$ cat config.mk
export PLATFORM = sky130hd
export DESIGN_NAME = pc_unit
export DESIGN_NICKNAME = d
export VERILOG_FILES = /design/src/rtl/pc_pkg.sv /design/src/rtl/pc_vec_seq.sv /design/src/rtl/pc_next_calc.sv /design/src/rtl/pc_unit.sv
export SDC_FILE = /design/constraint.sdc
export NUM_CORES = 1
export LEC_CHECK = 0
export BUFFER_PORTS_ARGS = -buffer_cell sky130_fd_sc_hd__buf_4
export CAP_MARGIN = 10
export CORE_MARGIN = 2
export CORE_UTILIZATION = 46
export CTS_BUF_LIST = sky130_fd_sc_hd__clkbuf_4 sky130_fd_sc_hd__clkbuf_8 sky130_fd_sc_hd__clkbuf_16
export CTS_CLUSTER_DIAMETER = 120
export CTS_CLUSTER_SIZE = 20
export DETAILED_ROUTE_END_ITERATION = 8
export PLACE_DENSITY_LB_ADDON = 0.08
export SKIP_LAST_GASP = 1
export SYNTH_ARGS = -nofsm -noshare
export SYNTH_HDL_FRONTEND = slang
export SYNTH_HIERARCHICAL = 1
export SYNTH_SLANG_ARGS = --single-unit
$ cat constraint.sdc
create_clock -name clk_i -period 2.3 [get_ports clk_i]
set_input_delay 0.46 -clock clk_i [delete_from_list [all_inputs] [get_ports clk_i]]
set_output_delay 0.46 -clock clk_i [all_outputs]
set_load 0.02 [all_outputs]
$ cat src/rtl/pc_pkg.sv
package pc_pkg;
  typedef enum logic {
    ST_VEC = 1'b0,
    ST_RUN = 1'b1
  } pc_state_e;
endpackage

$ cat src/rtl/pc_vec_seq.sv
module pc_vec_seq
  import pc_pkg::*;
#(
  parameter int ADDR_W   = 16,
  parameter int DATA_W   = 8,
  parameter int VEC_BASE = 0
) (
  input  logic              clk_i,
  input  logic              rst_ni,
  input  logic [DATA_W-1:0] data_i,
  output logic              rd_o,
  output logic [ADDR_W-1:0] addr_o,
  output logic [ADDR_W-1:0] vec_o,
  output logic              done_o,
  output logic              ready_o
);
  localparam int NB = ADDR_W / DATA_W;
  localparam int IW = (NB > 1) ? $clog2(NB) : 1;

  pc_state_e      state_q;
  logic [IW-1:0]  idx_q;
  logic           last;

  assign last    = (idx_q == IW'(NB - 1));
  assign rd_o    = (state_q == ST_VEC);
  assign done_o  = rd_o && last;
  assign ready_o = (state_q == ST_RUN);
  assign addr_o  = ADDR_W'(VEC_BASE) + ADDR_W'(idx_q);

  always_ff @(posedge clk_i or negedge rst_ni) begin
    if (!rst_ni) begin
      state_q <= ST_VEC;
      idx_q   <= '0;
    end else if (state_q == ST_VEC) begin
      if (last) begin
        state_q <= ST_RUN;
        idx_q   <= '0;
      end else begin
        idx_q <= idx_q + 1'b1;
      end
    end
  end

  // lower bytes are registered; the top byte is taken straight from memory
  for (genvar k = 0; k < NB; k++) begin : g_byte
    if (k < NB - 1) begin : g_lo
      logic [DATA_W-1:0] b_q;
      always_ff @(posedge clk_i or negedge rst_ni) begin
        if (!rst_ni)                          b_q <= '0;
        else if (rd_o && idx_q == IW'(k))     b_q <= data_i;
      end
      assign vec_o[k*DATA_W +: DATA_W] = b_q;
    end else begin : g_hi
      assign vec_o[k*DATA_W +: DATA_W] = data_i;
    end
  end
endmodule

$ cat src/rtl/pc_next_calc.sv
module pc_next_calc #(
  parameter int ADDR_W = 16,
  parameter int LEN_W  = 2
) (
  input  logic [ADDR_W-1:0] pc_i,
  input  logic              ready_i,
  input  logic              vec_done_i,
  input  logic [ADDR_W-1:0] vec_i,
  input  logic              fetch_i,
  input  logic [LEN_W-1:0]  ilen_i,
  input  logic              br_ld_i,
  input  logic              br_sel_i,
  input  logic [ADDR_W-1:0] br_imm_i,
  input  logic [ADDR_W-1:0] br_reg_i,
  output logic              pc_en_o,
  output logic [ADDR_W-1:0] pc_d_o
);
  logic [ADDR_W-1:0] step;
  logic [ADDR_W-1:0] tgt;

  assign step = ADDR_W'(ilen_i) + ADDR_W'(1);
  assign tgt  = br_sel_i ? br_reg_i : br_imm_i;

  always_comb begin
    pc_en_o = 1'b0;
    pc_d_o  = pc_i;
    if (vec_done_i) begin
      pc_en_o = 1'b1;
      pc_d_o  = vec_i;
    end else if (ready_i) begin
      if (br_ld_i) begin
        pc_en_o = 1'b1;
        pc_d_o  = tgt;
      end else if (fetch_i) begin
        pc_en_o = 1'b1;
        pc_d_o  = pc_i + step;   // wraps modulo 2**ADDR_W
      end
    end
  end
endmodule

$ cat src/rtl/pc_unit.sv
module pc_unit #(
  parameter int ADDR_W   = 16,
  parameter int DATA_W   = 8,
  parameter int LEN_W    = 2,
  parameter int VEC_BASE = 0
) (
  input  logic              clk_i,
  input  logic              rst_ni,
  output logic              mem_rd_o,
  output logic [ADDR_W-1:0] mem_addr_o,
  input  logic [DATA_W-1:0] mem_data_i,
  input  logic              fetch_i,
  input  logic [LEN_W-1:0]  ilen_i,
  input  logic              br_ld_i,
  input  logic              br_sel_i,
  input  logic [ADDR_W-1:0] br_imm_i,
  input  logic [ADDR_W-1:0] br_reg_i,
  output logic [ADDR_W-1:0] pc_o,
  output logic              ready_o
);
  logic [ADDR_W-1:0] pc_q, pc_d, vec;
  logic              pc_en, vec_done, ready;

  pc_vec_seq #(.ADDR_W(ADDR_W), .DATA_W(DATA_W), .VEC_BASE(VEC_BASE)) u_seq (
    .clk_i   (clk_i),
    .rst_ni  (rst_ni),
    .data_i  (mem_data_i),
    .rd_o    (mem_rd_o),
    .addr_o  (mem_addr_o),
    .vec_o   (vec),
    .done_o  (vec_done),
    .ready_o (ready)
  );

  pc_next_calc #(.ADDR_W(ADDR_W), .LEN_W(LEN_W)) u_next (
    .pc_i       (pc_q),
    .ready_i    (ready),
    .vec_done_i (vec_done),
    .vec_i      (vec),
    .fetch_i    (fetch_i),
    .ilen_i     (ilen_i),
    .br_ld_i    (br_ld_i),
    .br_sel_i   (br_sel_i),
    .br_imm_i   (br_imm_i),
    .br_reg_i   (br_reg_i),
    .pc_en_o    (pc_en),
    .pc_d_o     (pc_d)
  );

  always_ff @(posedge clk_i or negedge rst_ni) begin
    if (!rst_ni)    pc_q <= '0;
    else if (pc_en) pc_q <= pc_d;
  end

  assign pc_o    = pc_q;
  assign ready_o = ready;
endmodule

==> flow_metrics.tcl <==
set metrics [dict create \
    core-area_mm2 0.00482 \
    path_max_fanout 4 \
    p_sw_mw 0.578 \
    p_clk_frac 0.191 \
    via_count 2131 \
    cts.clk_slew.worst_paths_ns 0.10 \
    io-pin-count 81 \
    ctsHoldBuffers 0 \
    place.gp.congestion 0.887 \
    syn_area_mm2 0.00234 \
    grt_overflow_total 0 \
    cts_max_path_buffers 2 \
    crit_family "compound AO/OA/AOI/OAI gates" \
    path_cells "inv_2 -> ha_4 -> fa_2 -> nand3b_1 -> buf_4 -> o311a_1 -> o32a_1 -> mux2_4" \
    crit_path_max_incr_delay_ns 0.37 \
    cp-end-kind "flop" \
    hold_path_class "input port to asynchronous set/reset pin" \
    regArea_um2 652 \
    multi_input_area_mm2 0.00146 \
    reg2reg_from "pc_o[0]" \
    layout_min_cycle_time_ns 2.29 \
    ys_warn_count 6 \
    synth_enable_flop_cells 0 \
    worstPathBufferInverterCount 2 \
    p_seq_frac 0.389 \
    synthMuxAreaShare 0.225 \
    p_leak_nw 1.36 \
    critical_path_required_ns 2.47 \
    p_int_mw 1.00 \
    fin_crit_sh 0.996 \
    final_cells 378 \
    cts_sinks 26 \
    combPwrFrac 0.420 \
    synth-seq-cells 26 \
    vias_per_cell 5.64 \
    cap_viol_max_count 0 \
    drtIter0Drc 173 \
    cts_buffers 3 \
    synth_top_family_by_area "multiplexers" \
    ir_worst_vdd_mv 0.304 \
    hold_viol 0 \
    start_kind "flop" \
    portBuffers 65 \
    crit_path_start "pc_o[0]" \
    setup_violations 0 \
    wl_um 6450 \
    seq_area_frac_synth 0.278 \
    die_h_um 75.3 \
    fin_total_pwr_mw 1.58 \
    path_class "flop to flop" \
    ys_types 61 \
    syn_area_per_cell_um2 9.42 \
    fin_setup_tns_ns 0 \
    start_util 0.485 \
    power_density_mw_per_mm2 541 \
    slew_headroom 0.627 \
    status "finished clean" \
    area_growth_pct 25.1 \
    grt_use_total 0.234 \
    ant_nets 0 \
    root_buffer "clkbuf_8" \
    yosys_most_used_dff "dfrtp_1" \
    wl_per_cell_um 17.1 \
    timing.fmax_mhz 436 \
    slowest_stage "dfrtp_2" \
    slew_violations 0 \
    synth_xor_area_frac 0.00375 \
    drive_above_1_share 0.437 \
    drtPass1Iterations 4 \
    n_fill_cell 460 \
    rsz0062_at_grt "yes" \
    switching_share 0.366 \
    drc_errors 0 \
    layout.nets 362 \
    die_area_mm2 0.00567 \
    rows 25 \
    grt_antenna_before_repair 0 \
    diodes 0 \
    tightest_slew_ns 0.559 \
    clock_latency_ns 0.27 \
    placed_cells 370 \
    synth_simple_gate_area_frac 0.148 \
    synthAdderAreaFrac 0.0193 \
    synth_compound_area_frac 0.189 \
    grt_max_degree 27 \
    grt_pass1_wl_um 10100 \
    arrival_ns 2.46 \
    cts_tree "yes" \
    grt_pass1_vias 1956 \
    cts_max_level 1 \
    die_w_um 75.3 \
    reg2reg_slack_ns 0.008 \
    clock_skew_ns 0.00593 \
    synthCells 248 \
    synthArstFlopShare 1.00 \
    hpwlAfterDp_um 4680 \
]
[cell families (layout without fill, tap and decap cells)]
group	count (synthesis)	in the layout
other	1	15
adders and majority gates	3	3
AOI/OAI and AO/OA	61	61
buffers and inverters	52	101
muxes	45	45
xor gates and xnor gates	1	1
and+or+nand+nor	59	59
DFF	26	26
[layout make-up]
class / instances / share of cell area
well taps: 67 / 0.0287
inverters: 14 / 0.0180
clock buffers: 4 / 0.0188
flip-flops and latches: 26 / 0.223
repair buffers: 83 / 0.213
multi-input cells: 184 / 0.498
[per-layer routing]
layer  routed length [um]  track usage
met2                 3010        0.362
met3                  393       0.0254
met5                    0            0
met1                 3020        0.353
met4                   27       0.0448
[metrics by stage]
stage	hold slack [ns]	utilization	area, um^2	setup slack [ns]
floorplan	0.164	-	2410	-0.00514
global placement	0.397	0.585	2820	-0.206
detailed placement	0.398	0.585	2820	-0.253
CTS	0.0990	0.597	2880	-0.0378
global route	0.102	0.607	2920	-0.125
finish	0.0945	0.607	2920	0.00828
[power by group through the flow]
stage | clock (mW) | sequential, mW | combinational [mW]
6_report | 0.302 | 0.615 | 0.664
4_1_cts | 0.312 | 0.613 | 0.641
5_1_grt | 0.332 | 0.627 | 0.719
3_3_place_gp | 0 | 0.621 | 0.632
2_1_floorplan | 0 | 0.666 | 0.367
3_5_place_dp | 0 | 0.622 | 0.639
[cell usage after synthesis, types with 3 or more instances]
cell / number / area (um^2)
clkbuf_1: 5 / 18.8
o21ai_0: 10 / 50.1
mux2_4: 10 / 150
buf_2: 4 / 20.0
nand3_1: 6 / 30.0
a2111oi_0: 3 / 26.3
mux2_2: 20 / 225
a21oi_1: 12 / 60.1
nor2_1: 6 / 22.5
inv_1: 13 / 48.8
dfrtp_1: 26 / 651
mux2i_1: 15 / 150
o22ai_1: 4 / 25.0
nor4_1: 4 / 25.0
nand4_1: 6 / 37.5
buf_4: 24 / 180
a21o_1: 4 / 30.0
o221a_2: 3 / 33.8
nand2_1: 16 / 60.1
[repair_timing]
item / CTS / global route
setup endpoints to repair: 3 / 4
resized for setup: 0 / 5
setup buffers: 0 / 4
endpoints found under the hold margin: 0 / 0
pin swaps: 3 / 5
[flip-flops by register name (all words and copies together), names as in the netlist]
register,flops
u_seq/g_byte.g_lo.b_q,8
pc_o,16
u_seq/ready_o,1
u_seq/idx_q,1
[path summary, 6_finish.rpt]
kind,end,cells after the start
hold reg to reg,u_seq/g_byte[0].g_lo.b_q[7],1
hold / removal,pc_o[13],1
min in group clk_i,u_seq/g_byte[0].g_lo.b_q[6],2
max in group asynchronous,pc_o[0],1
setup reg to reg,pc_o[12],8
setup / recovery,pc_o[12],8
[cell usage in the layout (no fill, tap or decap), drive strengths merged, types with 2 or more instances in the layout]
master	Yosys	layout
o221a	3	3
a21oi	12	12
and4	2	2
buf	32	83
nor2b	2	2
a22oi	2	2
o22a	2	2
inv	13	13
o32a	2	2
or3	2	2
a2111oi	4	4
mux2	30	30
nor4	4	4
o21a	2	2
or4	2	2
clkbuf	6	4
nand3	6	6
nor2	7	7
and3	2	2
nand2	16	16
a311oi	2	2
ha	2	2
o211ai	2	2
o21ai	10	10
a21o	4	4
conb	1	15
o31ai	2	2
o22ai	4	4
mux2i	15	15
o221ai	2	2
dfrtp	26	26
nand2b	2	2
nand4	7	7
Note: power is estimated with default switching activity, not from simulation.
